## src/rtl/sis_pkg.sv

```systemverilog
package sis_pkg;
  typedef enum logic [1:0] {
    SEL_I    = 2'd0,
    SEL_Q    = 2'd1,
    SEL_STAT = 2'd2,
    SEL_NONE = 2'd3
  } sel_e;

  localparam int STAT_RDY_BIT  = 0;
  localparam int STAT_KEEP_BIT = 1;
endpackage

```

## src/rtl/sis_hold_regs.sv

```systemverilog
module sis_hold_regs
  import sis_pkg::*;
#(
  parameter int DATA_W = 16
) (
  input  logic              clk,
  input  logic              rst,
  input  logic              wr_en,
  input  logic [1:0]        wr_sel,
  input  logic [DATA_W-1:0] wr_data,
  output logic [DATA_W-1:0] hold_i,
  output logic [DATA_W-1:0] hold_q
);
  localparam int NWORD = 2;

  logic [DATA_W-1:0] words [NWORD];

  for (genvar g = 0; g < NWORD; g++) begin : g_word
    always_ff @(posedge clk) begin
      if (rst)
        words[g] <= '0;
      else if (wr_en && (wr_sel == 2'(g)))
        words[g] <= wr_data;
    end
  end

  assign hold_i = words[SEL_I];
  assign hold_q = words[SEL_Q];
endmodule

```

## src/rtl/sis_sequencer.sv

```systemverilog
module sis_sequencer #(
  parameter int DATA_W  = 16,
  parameter bit REAL_EN = 1'b1
) (
  input  logic              clk,
  input  logic              rst,
  input  logic              strobe,
  input  logic              real_mode,
  input  logic [DATA_W-1:0] hold_i,
  input  logic [DATA_W-1:0] hold_q,
  output logic              first_rd,
  output logic              last_rd,
  output logic              out_valid,
  output logic [DATA_W-1:0] out_i,
  output logic [DATA_W-1:0] out_q
);
  logic eff_real;
  logic phase_q;

  if (REAL_EN) begin : g_real
    assign eff_real = real_mode;
  end else begin : g_cplx
    assign eff_real = 1'b0;
  end

  assign first_rd = strobe && !phase_q;
  assign last_rd  = strobe && (phase_q || !eff_real);

  always_ff @(posedge clk) begin
    if (rst) begin
      phase_q   <= 1'b0;
      out_valid <= 1'b0;
      out_i     <= '0;
      out_q     <= '0;
    end else begin
      out_valid <= strobe;
      if (strobe) begin
        if (!eff_real) begin
          out_i   <= hold_i;
          out_q   <= hold_q;
          phase_q <= 1'b0;
        end else if (!phase_q) begin
          out_i   <= hold_i;
          out_q   <= '0;
          phase_q <= 1'b1;
        end else begin
          out_i   <= hold_q;
          out_q   <= '0;
          phase_q <= 1'b0;
        end
      end
    end
  end


  valid_src_chk: assert property (@(posedge clk) disable iff (rst)
    out_valid |-> $past(strobe));


  phase_cplx_chk: assert property (@(posedge clk) disable iff (rst)
    !REAL_EN |-> !phase_q);


  real_q_zero_chk: assert property (@(posedge clk) disable iff (rst)
    (REAL_EN && $past(strobe && real_mode)) |-> (out_q == '0));
endmodule

```

## src/rtl/sis_flags.sv

```systemverilog
module sis_flags
  import sis_pkg::*;
#(
  parameter bit REQ_PULSE = 1'b1
) (
  input  logic clk,
  input  logic rst,
  input  logic any_wr,
  input  logic stat_wr,
  input  logic wr_rdy,
  input  logic wr_keep,
  input  logic first_rd,
  input  logic last_rd,
  output logic ready_q,
  output logic missed_q,
  output logic req_q
);
  always_ff @(posedge clk) begin
    if (rst)
      ready_q <= 1'b0;
    else if (stat_wr)
      ready_q <= wr_rdy;
    else if (last_rd)
      ready_q <= 1'b0;
  end

  always_ff @(posedge clk) begin
    if (rst)
      missed_q <= 1'b0;
    else if (first_rd && !ready_q)
      missed_q <= 1'b1;
    else if (stat_wr && !wr_keep)
      missed_q <= 1'b0;
  end

  if (REQ_PULSE) begin : g_pulse
    always_ff @(posedge clk) begin
      if (rst) req_q <= 1'b0;
      else     req_q <= last_rd;
    end


    req_pulse_chk: assert property (@(posedge clk) disable iff (rst)
      req_q |=> (!req_q || $past(last_rd)));
  end else begin : g_level
    always_ff @(posedge clk) begin
      if (rst)          req_q <= 1'b0;
      else if (last_rd) req_q <= 1'b1;
      else if (any_wr)  req_q <= 1'b0;
    end


    req_hold_chk: assert property (@(posedge clk) disable iff (rst)
      (req_q && !any_wr) |=> req_q);
  end


  ready_clear_chk: assert property (@(posedge clk) disable iff (rst)
    $past(last_rd && !stat_wr) |-> !ready_q);


  req_src_chk: assert property (@(posedge clk) disable iff (rst)
    $rose(req_q) |-> $past(last_rd));


  missed_rise_chk: assert property (@(posedge clk) disable iff (rst)
    $rose(missed_q) |-> $past(first_rd && !ready_q));


  missed_hold_chk: assert property (@(posedge clk) disable iff (rst)
    (missed_q && !(stat_wr && !wr_keep)) |=> missed_q);


  ready_win_chk: assert property (@(posedge clk) disable iff (rst)
    $past(stat_wr && wr_rdy) |-> ready_q);
endmodule

```

## src/rtl/sample_in_stage.sv

```systemverilog
module sample_in_stage
  import sis_pkg::*;
#(
  parameter int DATA_W    = 16,
  parameter bit REAL_EN   = 1'b1,
  parameter bit REQ_PULSE = 1'b1
) (
  input  logic              clk,
  input  logic              rst,
  input  logic              wr_en,
  input  logic [1:0]        wr_sel,
  input  logic [DATA_W-1:0] wr_data,
  input  logic              real_mode,
  input  logic              strobe,
  output logic              ready,
  output logic              missed,
  output logic              req,
  output logic              out_valid,
  output logic [DATA_W-1:0] out_i,
  output logic [DATA_W-1:0] out_q
);
  logic [DATA_W-1:0] hold_i, hold_q;
  logic first_rd, last_rd;
  logic stat_wr;

  assign stat_wr = wr_en && (sel_e'(wr_sel) == SEL_STAT);

  sis_hold_regs #(.DATA_W(DATA_W)) u_hold (
    .clk(clk), .rst(rst), .wr_en(wr_en), .wr_sel(wr_sel), .wr_data(wr_data),
    .hold_i(hold_i), .hold_q(hold_q)
  );

  sis_sequencer #(.DATA_W(DATA_W), .REAL_EN(REAL_EN)) u_seq (
    .clk(clk), .rst(rst), .strobe(strobe), .real_mode(real_mode),
    .hold_i(hold_i), .hold_q(hold_q), .first_rd(first_rd), .last_rd(last_rd),
    .out_valid(out_valid), .out_i(out_i), .out_q(out_q)
  );

  sis_flags #(.REQ_PULSE(REQ_PULSE)) u_flags (
    .clk(clk), .rst(rst), .any_wr(wr_en), .stat_wr(stat_wr),
    .wr_rdy(wr_data[STAT_RDY_BIT]), .wr_keep(wr_data[STAT_KEEP_BIT]),
    .first_rd(first_rd), .last_rd(last_rd),
    .ready_q(ready), .missed_q(missed), .req_q(req)
  );
endmodule

```

## config.mk

```make
export PLATFORM = sky130hd
export DESIGN_NAME = sample_in_stage
export DESIGN_NICKNAME = d
export VERILOG_FILES = /design/src/rtl/sis_pkg.sv /design/src/rtl/sis_hold_regs.sv /design/src/rtl/sis_sequencer.sv /design/src/rtl/sis_flags.sv /design/src/rtl/sample_in_stage.sv
export SDC_FILE = /design/constraint.sdc
export NUM_CORES = 1
export LEC_CHECK = 0
export BUFFER_PORTS_ARGS = -buffer_cell sky130_fd_sc_hd__buf_2
export CAP_MARGIN = 20
export CORE_MARGIN = 5
export CORE_UTILIZATION = 51
export CTS_BUF_LIST = sky130_fd_sc_hd__clkbuf_8
export DETAILED_ROUTE_END_ITERATION = 6
export PLACE_DENSITY = 0.78
export SLEW_MARGIN = 0
export SYNTH_ARGS = -nofsm -noshare
export SYNTH_HDL_FRONTEND = slang
export SYNTH_SLANG_ARGS = --single-unit
```

## constraint.sdc

```tcl
create_clock -name clk -period 1.8 [get_ports clk]
set_input_delay 0 -clock clk [delete_from_list [all_inputs] [get_ports clk]]
set_output_delay 0 -clock clk [all_outputs]
set_load 0.05 [all_outputs]
```

# Word level (Yosys, flattened, before mapping)
# Memory sizes are Yosys's and may differ from the RTL's.
# Index checks and enable logic that the tools add are counted.
dict set report classes {
  eq_ne 2
  bitwise_logic 2
  n_reduce_logical 15
  mux 19
}
# cell n
set ops {}
lappend ops {{2-to-1 mux 16 bit} 5}
lappend ops {{2-to-1 mux 1 bit} 14}
lappend ops {{logical AND 1 bit} 7}
lappend ops {{logical NOT 1 bit} 4}
lappend ops {{nonzero test 2 bit} 2}
lappend ops {{== test 2 x 1 -> 1 bit (second input constant)} 1}
lappend ops {{== test 2 bit (second input constant)} 1}
lappend ops {{logical NOT 2 bit} 1}
lappend ops {{OR 1 bit} 2}
lappend ops {{logical OR 1 bit} 1}
dict set report totals {
  ff_bits 37
  wordCells 46
  output_inout_bits 36
  in_bits 23
  ram_bits 32
  mem_count 1
}
# memory words width read_ports rd_ports_with_merged_regs write_ports line_no
set mem_list {}
lappend mem_list {u_hold.words 2 16 2 0 2 sis_hold_regs.sv:16} ;# logic [DATA_W-1:0] words [NWORD];

# Depth between registers and ports, before layout
# Gate-level depths: netlist of run 1.
dict set report logic_depth {
  depth_word 6
  ltp_mapped 6
}

# Hierarchy
# From an unflattened synthesis of run 1, not the netlist that was laid out.
dict set report unflattened {
  hier_cells 260
  hier_area_um2 3057.9
}
# mod seq_area_each_um2 area_per_inst_um2 cells_each instances
set modules_own_cells {}
lappend modules_own_cells {sis_sequencer 680.7 1677.9 174 1}
lappend modules_own_cells {sis_hold_regs 960.9 1263.7 74 1}
lappend modules_own_cells {sis_flags 60.1 107.6 11 1}
lappend modules_own_cells {sample_in_stage 0.0 8.8 1 1}

# Least setup slack after synthesis of run 1
# OpenSTA, ideal clock, no wires.
dict set report synth_timing {
  path_kind {input -> register}
  startpoint {input port wr_sel[1]}
  endpoint {memory u_hold.words[1][0], enable pin}
  n_path_buf 0
  stages 2
  required_ns 1.389
  arrival_ns 1.346
  setup_slack_ns 0.043
  path_cell_list {nand2b_4 o21ai_0}
}
# element line_no
set synth_lines {}
lappend synth_lines {{start, declared} sample_in_stage.sv:11} ;# input logic [1:0] wr_sel,
lappend synth_lines {{end, declared} sis_hold_regs.sv:16}

# Worst setup path after layout of run 1
dict set report layout_timing {
  startpoint {register u_seq.phase_q}
  endpoint {register u_flags.ready_q}
}
dict set report layout_between {
  elab_chain_cells 3
}
# element line_no
set layout_rtl {}
lappend layout_rtl {{start, declared} sis_sequencer.sv:18} ;# logic phase_q;
lappend layout_rtl {{start signal, assigned} sis_sequencer.sv:31} ;# phase_q <= 1'b0;
lappend layout_rtl {{start signal, assigned} sis_sequencer.sv:41} ;# phase_q <= 1'b0;
lappend layout_rtl {{start signal, assigned} sis_sequencer.sv:45} ;# phase_q <= 1'b1;
lappend layout_rtl {{logical OR 1 bit} sis_sequencer.sv:27} ;# assign last_rd = strobe && (phase_q || !eff_real);
lappend layout_rtl {{logical AND 1 bit} sis_sequencer.sv:27}
lappend layout_rtl {{nonzero test 2 bit (no source line)} -}
lappend layout_rtl {{end signal, assigned} sis_flags.sv:22} ;# ready_q <= wr_rdy;
lappend layout_rtl {{end, declared} sis_flags.sv:14} ;# output logic ready_q,
# Every way passes these cells.
# A chain may end at the register's enable or synchronous reset.

==> results of run 1 <==
-- sequential cells by signal, indices dropped and copies added (netlist names) --
signal,count
u_flags.ready_q,1
u_flags.req_q,1
u_seq.out_i,16
u_hold.words,32
u_seq.out_q,16
u_flags.missed_q,1
u_seq.phase_q,1
u_seq.out_valid,1
-- layout by cell type (no fill, tap or decap), types with 2 or more instances in the layout --
cell           netlist  final
nor3_4               2      2
dfxtp_1             37     36
buf_4                8      5
o21ai_1              1      3
buf_2                6     58
clkinv_1             0      2
a311oi_2             9      9
inv_1                1      5
nand3_1             16     16
inv_2                2      2
dlygate4sd3_1        0     17
nor2_1              33     33
nand2_1             19     19
a21oi_1              2      2
nand3b_1             2      2
and2_1              32     32
a311oi_1             7      7
a22oi_1             15     15
edfxtp_1            32     32
clkbuf_8             0      9
-- cell type report --
class | count | area (um^2)
fillers | 424 | 1821
diodes | 1 | 2.502
clock inverters | 7 | 27.53
well taps | 70 | 87.58
flip-flops and latches | 69 | 1703
multi-input cells | 149 | 930.9
inverters | 3 | 11.26
repair buffers | 80 | 498.0
clock buffers | 9 | 123.9
-- layer usage --
metal | wire, um | up-vias | GRT usage
met5 | 0 | - | 0
met4 | 129 | 0 | 0.09649
met3 | 377 | 10 | 0.06417
met2 | 3056 | 67 | 0.3066
met1 | 2408 | 939 | 0.2083
li1 | - | 996 | -
-- tightest hold or removal path, stage by stage --
cell,delay (ns)
buf_2,0.11
nand3b_1,0.11
o21ai_0,0.08
a21oi_1,0.13
-- power by group --
part | leakage, nW | switching (mW) | internal (mW)
Sequential | 0.620 | 0.0526 | 1.74
Combinational | 0.704 | 0.325 | 0.142
Clock | 0.0931 | 0.537 | 0.468
Total | 1.42 | 0.914 | 2.35
-- worst min-delay path by stage --
stage | from | endpoint | depth (start not counted) | slack (ns)
finish | wr_sel[1] | u_flags.missed_q$_SDFFE_PP0P_ | 4 | 0.14
global route | wr_sel[1] | u_flags.missed_q$_SDFFE_PP0P_ | 4 | 0.16
CTS | wr_sel[1] | u_flags.missed_q$_SDFFE_PP0P_ | 4 | 0.13
detailed placement | wr_data[6] | u_hold.words[0][6]$_SDFFCE_PN0P_ | 2 | 0.29
global placement | wr_data[0] | u_flags.ready_q$_SDFFE_PP0P_ | 3 | 0.29
floorplan | wr_data[0] | u_flags.ready_q$_SDFFE_PP0P_ | 2 | 0.16
-- stage by stage --
step                hold WS, ns  cells
finish                   0.1361    388
global route             0.1594    387
CTS                      0.1283    387
detailed placement       0.2901    354
global placement         0.2870    354
floorplan                0.1573    239
-- cell families after synthesis --
| group | synth area share |
|---|---|
| AND/OR/NAND/NOR | 0.2071 |
| flip-flops | 0.6123 |
| AO/OA/AOI/OAI | 0.1243 |
| buffers and inverters | 0.05268 |
| multiplexers | 0.003602 |
-- what timing repair did --
item	4_1_cts	5_1_grt
resized for setup	0	1
endpoints found under the hold margin	34	0
hold buffers	17	0
endpoints found under the setup margin	0	1
==> reports/summary.txt, run 1 <==
Status: finished, final reports clean
Leak Pwr: 1.417 nW
Vias in the first global route: 2098
Initial antenna violation count: 0
Final ANT Viol Nets: 0
Final Hold Violating Endpoints: 0
Synthesized cell area: 2779 um^2
Pin count of the biggest net entering global routing: 37
Crit. Startpoint: u_seq.phase_q$_SDFFE_PP0P_
Via density: 5.186
Ys async rst share: 0
Arrival @ worst endpoint: 1.84 ns
Synth-to-Final Area Change: 21.79%
Dpl ws: 0.5025 ns
TritonCTS buffer count: 9
Core ar.: 5205 um^2
Crit path launch type: register
Clock root cell: clkbuf_8
Worst Tran Pin Value: 0.5653 ns
Number of synthesized flops with an enable pin: 32
Crit path depth: 4
Fin. max-slew vios: 0
Min Clock Period, post-route: 1.622 ns
Die width: 83.82 um
Wire length per cell: 15.39 um
Final layout net count: 335
Slowest CP cell: dlygate4sd3_1
CP Cell Sequence: and2b_1, o21ai_1, o22ai_1, dlygate4sd3_1
Row Count: 26
Syn_nets: 262
Top-area cell type share of the netlist area: 0.3458
Share of layout cells above drive strength 1: 0.2839
Die area: 7025 um^2
Initial Util: 0.5339
Final instance area: 3385 um^2
Worst r2r src: u_seq.phase_q$_SDFFE_PP0P_
Register area share after synthesis: 0.6123
Drt drc: 0
Most common cell in the netlist: dfxtp_1
Routed via count: 2012
Reg2reg setup slack: 0.18 ns
Top_reg_cell synth: dfxtp_1
CTS tree: done
Fin worst setup slack: 0.1784 ns
Worst slew margin: 0.6219
Total global routing track utilization: 0.1845
Critical R2R Capture: u_flags.ready_q$_SDFFE_PP0P_
# clock sinks: 69
First-pass GRT wire length: 10190 um
R2R cell count: 4
MaxCap Viol Count: 0
IO Port Bufs: 58
I/O pin count: 59
Critical path class: register to register
Buffer and inverter count on the worst path: 1
Die height: 83.82 um
Mapped Avg Cell Area: 11.63 um^2
Yosys cell types: 27
Tcrit/Tclk final: 0.9009
DR iter-0 viols: 127
Worst vdd ir: 0.0005592 V
Final Setup Violations: 0
Yosys top cell by area: edfxtp_1
Clock Latency Late Sink: 0.34 ns
Setup crit end: u_flags.ready_q$_SDFFE_PP0P_
Pwr dens: 965.8 nW/um^2
Clock Path Buffers: 2
Top delay family on crit path: buffers and inverters
Dpl hpwl: 3978 um
#FFs+latches synth: 69
Yosys warns: 0
Req. time, crit path: 2.02 ns
Placed inst area: 3059 um^2
Critical Path Sink Type: register
Max incr delay on CP: 0.56 ns
Final Skew: 0.007012 ns
Top cells by count, synth: dfxtp_1 (37), nor2_1 (33), and2_1 (32), edfxtp_1 (32), nand2_1 (19)
Routed Wire Length: 5971 um
HP Class: primary input to register
Area contributors post-synth: edfxtp_1 (35%), dfxtp_1 (27%), and2_1 (7.2%), a311oi_2 (4.9%), nor2_1 (4.5%)
GPL Wtd Cong: 0.7955
Largest fanout on the critical path: 13
Cells after synthesis: 239
H-Tree Depth: 3
Grt ovf: 0
Clock-pin slew of the registers on the worst-case setup and hold paths: 0.07 ns
Final TNS setup: 0 ns
Setup Fix Bufs, Post-CTS: 0
Utilization after layout: 0.6502
RSZ-0062 raised after global routing: false
DR pass1 iterations: 4
Total Power: 3.269 mW
Maximum clock frequency: 616.7 MHz
(Power assumes the default switching activity.)
==> inputs of run 2 (changes only) <==
ABC_AREA = 1   (was unset)
CORE_MARGIN = 2   (was 5)
==> run 2 against run 1 <==
Effect of this change: register-to-register slack improved by 0.38 ns; setup slack improved by 0.38 ns; clock-buffer cell count stayed put; hold slack got worse by 0.12 ns; design area rose by 2.5%; sequential power barely moved; total power increased by 5.2%; non-clock buffer count is 2 lower.
==> reports/summary.txt, run 2 <==
Status: finished, final reports clean
Max incr delay on CP: 0.54 ns (-0.02 ns)
Area contributors post-synth: edfxtp_1 (34%), dfxtp_1 (26%), nand3_1 (9.0%), nor2_1 (8.8%), nand2_1 (7.0%)
RSZ-0062 raised after global routing: false
Synthesized cell area: 2843 um^2 (+2.3%)
HP Class: primary input to register
Synth Area in Adders: 0 (unchanged)
Leak Pwr: 1.671 nW (+18%)
Tcrit/Tclk final: 0.6873 (-0.2136)
Top flop regs: u_hold.words: 32 flops, u_seq.out_i: 16 flops, u_seq.out_q: 16 flops
Die height: 78.66 um (-6.2%)
Slowest CP cell: dfxtp_1
Clock Path Buffers: 2 (unchanged)
Min Clock Period, post-route: 1.237 ns (-0.3845 ns)
Setup Fix Bufs, Post-CTS: 0 (unchanged)
MaxCap Viol Count: 0 (unchanged)
Max FFs per register: 32 (unchanged)
Final Skew: 0.01175 ns (+0.004735 ns)
First-pass GRT wire length: 9749 um (-4.3%)
IO Port Bufs: 58 (unchanged)
Pin count of the biggest net entering global routing: 36 (-2.7%)
Largest fanout on the critical path: 16 (+3)
Arrival @ worst endpoint: 1.47 ns (-0.37 ns)
Crit path launch type: register
Syn_nets: 345 (+32%)
DR iter-0 viols: 136 (+7.1%)
Commonest non-fill, non-tap cell in the layout: nor2_1
DR pass1 iterations: 4 (unchanged)
Die width: 78.66 um (-6.2%)
Cells after synthesis: 322 (+35%)
Most frequent cells in the layout: nor2_1 (67), buf_2 (58), nand2_1 (53)
Core ar.: 5439 um^2 (+4.5%)
Final layout net count: 415 (+24%)
Fill count: 457 (+7.8%)
Share of layout cells above drive strength 1: 0.2015 (-0.08240)
Row Count: 27 (+3.8%)
Top_reg_cell synth: dfxtp_1
Clock-pin slew of the registers on the worst-case setup and hold paths: 0.07 ns (about the same)
CP Cell Sequence: nand2_2, nand2_1, nand3_1, nand2_1, inv_1
Utilization after layout: 0.6377 (-0.01256)
Final Instance Count excl. Fillers: 469 (+21%)
Main combinational cell family by area after synthesis: simple AND/OR/NAND/NOR gates
Req. time, crit path: 2.04 ns (+0.02 ns)
Placed Cells: 437 (+23%)
Mux contribution to synthesized area: 0 (-0.003602)
Wire length per cell: 13.13 um (-15%)
Clock Latency Late Sink: 0.34 ns (about the same)
Compound-Gate Fraction of Synth Area: 0.04005 (-0.08422)
Yosys top cell by area: edfxtp_1
I/O pin count: 59 (unchanged)
Via density: 4.938 (-4.8%)
Clock root cell: clkbuf_8
Top cells by count, synth: nor2_1 (67), nand2_1 (53), nand3_1 (51), dfxtp_1 (37), inv_1 (34)
Routed via count: 2316 (+15%)
Critical Path Sink Type: register
# clock sinks: 69 (unchanged)
Most common cell in the netlist: nor2_1
Final Setup Violations: 0 (unchanged)
Die area: 6187 um^2 (-12%)
Fin. max-slew vios: 0 (unchanged)
Drt drc: 0 (unchanged)
Total Power: 3.438 mW (+5.2%)
Grt ovf: 0 (unchanged)
Pwr dens: 991.1 nW/um^2 (+2.6%)
Register area share after synthesis: 0.5986 (-0.01375)
Vias in the first global route: 2146 (+2.3%)
Initial antenna violation count: 0 (unchanged)
Yosys cell types: 20 (-26%)
Number of synthesized flops with an enable pin: 32 (unchanged)
#FFs+latches synth: 69 (unchanged)
Yosys warns: 0 (unchanged)
Synth Area in Simple Gates: 0.2676 (+0.06049)
CTS tree: done
Top-area cell type share of the netlist area: 0.3380 (-0.007762)
Top reg by flops: u_hold.words
Diode count: 0 (-1)
Top delay family on crit path: simple AND/OR/NAND/NOR gates
TritonCTS buffer count: 9 (unchanged)
Total global routing track utilization: 0.2072 (+0.02272)
Maximum clock frequency: 808.3 MHz (+31%)
Synth-to-Final Area Change: 22.01%
Post-CTS sizing: 0 (unchanged)
Routed Wire Length: 6158 um (+3.1%)
Critical path class: register to register
Buffer and inverter count on the worst path: 1 (unchanged)
Final ANT Viol Nets: 0 (unchanged)
Worst slew margin: 0.5464 (-0.07552)
Ys async rst share: 0 (unchanged)
Worst vdd ir: 0.0007094 V (+27%)
H-Tree Depth: 3 (unchanged)
Top cell by count, worst path: nand2_1
XOR/XNOR share of the synthesized area: 0 (unchanged)
Initial Util: 0.5227 (-0.01123)
Worst Tran Pin Value: 0.6787 ns (+0.1135 ns)
Final TNS setup: 0 ns (unchanged)
Final Hold Violating Endpoints: 0 (unchanged)
Mapped Avg Cell Area: 8.828 um^2 (-24%)
Dpl hpwl: 4019 um (+1.0%)
GPL Wtd Cong: 0.8122 (+2.1%)
[run 2: area by class of cell]
type	count	area [um^2]	share of cell area
Clock buffer	9	123.9	0.03571
Clock inverter	7	52.55	0.01515
Inverter	38	145.1	0.04185
Multi-Input combinational cell	196	874.6	0.2522
Sequential cell	69	1702	0.4906
Tap cell	72	90.09	0.02597
Timing Repair Buffer	78	480.5	0.1385
[run 2: tightest hold or removal path, stage by stage]
cell and delay (ns):
buf_2 0.12, inv_4 0.07, o21ai_0 0.07, a21oi_1 0.04
[run 2: worst paths after layout]
kind / from / endpoint / slack [ns] / depth (start not counted)
worst min-delay path: rst / u_flags.ready_q$_SDFFE_PP0P_ / 0.02 / 4
worst max register to register: u_seq.phase_q$_SDFFE_PP0P_ / u_seq.out_i[15]$_SDFFE_PP0P_ / 0.56 / 5
worst min register to register: u_seq.out_q[3]$_SDFFE_PP0P_ / u_seq.out_q[3]$_SDFFE_PP0P_ / 0.46 / 2
worst max-delay path: u_seq.phase_q$_SDFFE_PP0P_ / u_seq.out_i[15]$_SDFFE_PP0P_ / 0.56 / 5
[run 2: kinds of logic (layout without fill, tap and decap cells)]
kind of cell    after synthesis  in the layout
compound gates               21             21
buf+inv                      57            132
flops                        69             69
simple gates                175            175
[run 2: stage by stage]
step / area, um^2 / setup slack [ns] / hold WS, ns
4_1_cts: 3468 / 0.5594 / 0.001581
2_1_floorplan: 2843 / 0.8184 / 0.1754
5_1_grt: 3468 / 0.4198 / 0.03350
6_report: 3468 / 0.5629 / 0.01571
3_5_place_dp: 3132 / 0.5141 / 0.3130
3_3_place_gp: 3132 / 0.5736 / 0.3109
[run 2: where the power goes]
part / switching [mW] / internal (mW)
registers: 0.0539 / 1.75
clock network: 0.533 / 0.611
logic: 0.354 / 0.140
[run 2: timing repair]
| item | CTS | global route |
|---|---|---|
| hold endpoints to repair | 26 | 0 |
| setup endpoints to repair | 0 | 0 |
| hold buffers | 16 | 0 |
[run 2: metal layers]
layer / track usage / vias up / wire length [um]
met5: 0 / - / 0
met4: 0.1228 / 0 / 87
met3: 0.03563 / 10 / 406
met2: 0.3274 / 88 / 2898
met1: 0.2674 / 1047 / 2765
li1: - / 1171 / -
==> inputs of run 3 (changes only) <==
CORE_UTILIZATION = 56   (was 51)
PLACE_DENSITY = 0.81   (was 0.78)
clock period = 1.15 ns   (was 1.8 ns; I/O delays follow)
==> run 3 against run 2 <==
Effect of this change: hold slack better by 0.032 ns; core utilization up 11 points; clock power up 100%; clock skew down 0.0052 ns; combinational power up 64%; setup slack worse by 0.45 ns.
==> reports/summary.txt, run 3 (synthesized netlist as in run 2, its figures left out) <==
Status: finished, final reports clean
Clock Path Buffers: 2 (unchanged)
Worst vdd ir: 0.0008223 V (+16%)
DR iter-0 viols: 239 (+76%)
Initial antenna violation count: 0 (unchanged)
Row Count: 25 (-7.4%)
H-Tree Depth: 3 (unchanged)
Dpl hpwl: 3963 um (-1.4%)
Top reg by flops: u_hold.words
Synth-to-Final Area Change: 26.80%
Setup Fix Bufs, Post-CTS: 0 (unchanged)
Final Setup Violations: 0 (unchanged)
Post-CTS sizing: 0 (unchanged)
Drt drc: 0 (unchanged)
Diode count: 0 (unchanged)
Grt ovf: 0 (unchanged)
Critical Path Sink Type: register
Share of layout cells above drive strength 1: 0.2139 (+0.01242)
Final layout net count: 420 (+1.2%)
Critical R2R Capture: u_seq.out_i[8]$_SDFFE_PP0P_
Via density: 4.910 (-0.56%)
# clock sinks: 69 (unchanged)
Critical path class: primary input to register
Fill count: 369 (-19%)
Vias in the first global route: 2083 (-2.9%)
Crit. Startpoint: rst
HP Class: primary input to register
Final TNS setup: 0 ns (unchanged)
Placed Cells: 435 (-0.46%)
CTS tree: done
Core ar.: 4817 um^2 (-11%)
Pin count of the biggest net entering global routing: 51 (+42%)
Req. time, crit path: 1.34 ns (-0.70 ns)
Final Instance Count excl. Fillers: 469 (unchanged)
Final Hold Violating Endpoints: 0 (unchanged)
Total Power: 5.946 mW (+73%)
Final ANT Viol Nets: 0 (unchanged)
Tcrit/Tclk final: 0.9052
Final instance area: 3605 um^2 (+3.9%)
Placed inst area: 3186 um^2 (+1.7%)
Routed via count: 2303 (-0.56%)
Crit path launch type: primary input
Clock root cell: clkbuf_8
Largest fanout on the critical path: 16 (unchanged)
Die width: 75.25 um (-4.3%)
Die height: 75.25 um (-4.3%)
Fin. max-slew vios: 0 (unchanged)
Leak Pwr: 1.728 nW (+3.4%)
IO Port Bufs: 58 (unchanged)
Routed Wire Length: 6066 um (-1.5%)
TritonCTS buffer count: 9 (unchanged)
Clock-pin slew of the registers on the worst-case setup and hold paths: 0.07 ns (about the same)
Wire length per cell: 12.93 um (-1.5%)
Dpl ws: 0.1671 ns (-0.3470 ns)
R2R cell count: 5 (unchanged)
Reg2reg setup slack: 0.11 ns (-0.45 ns)
Worst slew margin: 0.7587 (+0.2123)
Fin worst setup slack: 0.1091 ns (-0.4538 ns)
Final Skew: 0.006566 ns (-0.005181 ns)
Worst Tran Pin Value: 0.3620 ns (-0.3167 ns)
Max FFs per register: 32 (unchanged)
Setup crit end: u_hold.words[0][14]$_SDFFCE_PN0P_
Arrival @ worst endpoint: 1.23 ns (-0.24 ns)
Top flop regs: u_hold.words: 32 flops, u_seq.out_i: 16 flops, u_seq.out_q: 16 flops
Most frequent cells in the layout: nor2_1 (67), buf_2 (58), nand2_1 (53)
First-pass GRT wire length: 9639 um (-1.1%)
Total global routing track utilization: 0.2324 (+0.02518)
Die area: 5663 um^2 (-8.5%)
Commonest non-fill, non-tap cell in the layout: nor2_1
Clock Latency Late Sink: 0.34 ns (about the same)
MaxCap Viol Count: 0 (unchanged)
Pwr dens: 1650 nW/um^2 (+66%)
Maximum clock frequency: 960.7 MHz
Min Clock Period, post-route: 1.041 ns
I/O pin count: 59 (unchanged)
Hold path depth: 3 (-1)
RSZ-0062 raised after global routing: false
Worst r2r src: u_seq.phase_q$_SDFFE_PP0P_
DR pass1 iterations: 4 (unchanged)
Initial Util: 0.5901 (+0.06747)
GPL Wtd Cong: 0.8455 (+4.1%)
==> run 3: cell count changes in the layout (fill, tap and decap cells not counted), sizes merged <==
cell and change:
dlygate4sd3 +2, bufinv +2, buf +3, inv -3, clkbuf +1
==> run 3: worst min path at each step <==
| stage | start | endpoint | slack (ns) |
|---|---|---|---|
| 3_5_place_dp | wr_data[0] | u_flags.ready_q$_SDFFE_PP0P_ | 0.31 |
| 5_1_grt | wr_en | u_flags.ready_q$_SDFFE_PP0P_ | 0.08 |
| 2_1_floorplan | wr_en | u_flags.ready_q$_SDFFE_PP0P_ | 0.18 |
| 4_1_cts | strobe | u_seq.out_valid$_SDFF_PP0_ | 0.04 |
| 3_3_place_gp | wr_data[11] | u_hold.words[0][11]$_SDFFCE_PN0P_ | 0.31 |
| 6_report | strobe | u_seq.out_valid$_SDFF_PP0_ | 0.05 |
==> run 3: cell type report <==
cell class,count,area (um^2),area share
Clock buffer,10,137.6,0.03818
Clock inverter,6,101.3,0.02812
Inverter,38,145.1,0.04026
Multi-Input combinational cell,196,874.6,0.2426
Sequential cell,69,1702,0.4721
Tap cell,67,83.83,0.02326
Timing Repair Buffer,83,560.5,0.1555
==> run 3: metal layers <==
metal	GRT usage	part of all wire	vias up
met4	0.1014	0.016	0
li1	-	-	1176
met5	0	0	-
met1	0.3301	0.46	1024
met3	0.03347	0.074	13
met2	0.3577	0.45	90
==> run 3: where the power goes <==
group          total [mW]  switching, mW  internal (mW)  leakage, nW
Sequential           2.81         0.0805           2.73        0.620
Clock                2.32          0.847           1.48        0.123
Combinational       0.811          0.562          0.248        0.986
==> run 3: worst max-delay path, cell delays in order <==
cell	delay, ns
dlygate4sd3_1	0.54
buf_2	0.15
inv_4	0.10
nand4_4	0.25
nor2_1	0.18
==> run 3: repair_timing <==
item / CTS / global route
hold endpoints to repair: 29 / 0
hold buffers: 18 / 0
setup endpoints to repair: 0 / 0
==> run 3: metrics by stage <==
step,hold WS [ns],utilization
final,0.04820,0.7483
after detailed placement,0.3145,0.6613
after floorplan,0.1754,-
after global routing,0.07937,0.7483
after CTS,0.04110,0.7483
after global placement,0.3114,0.6613
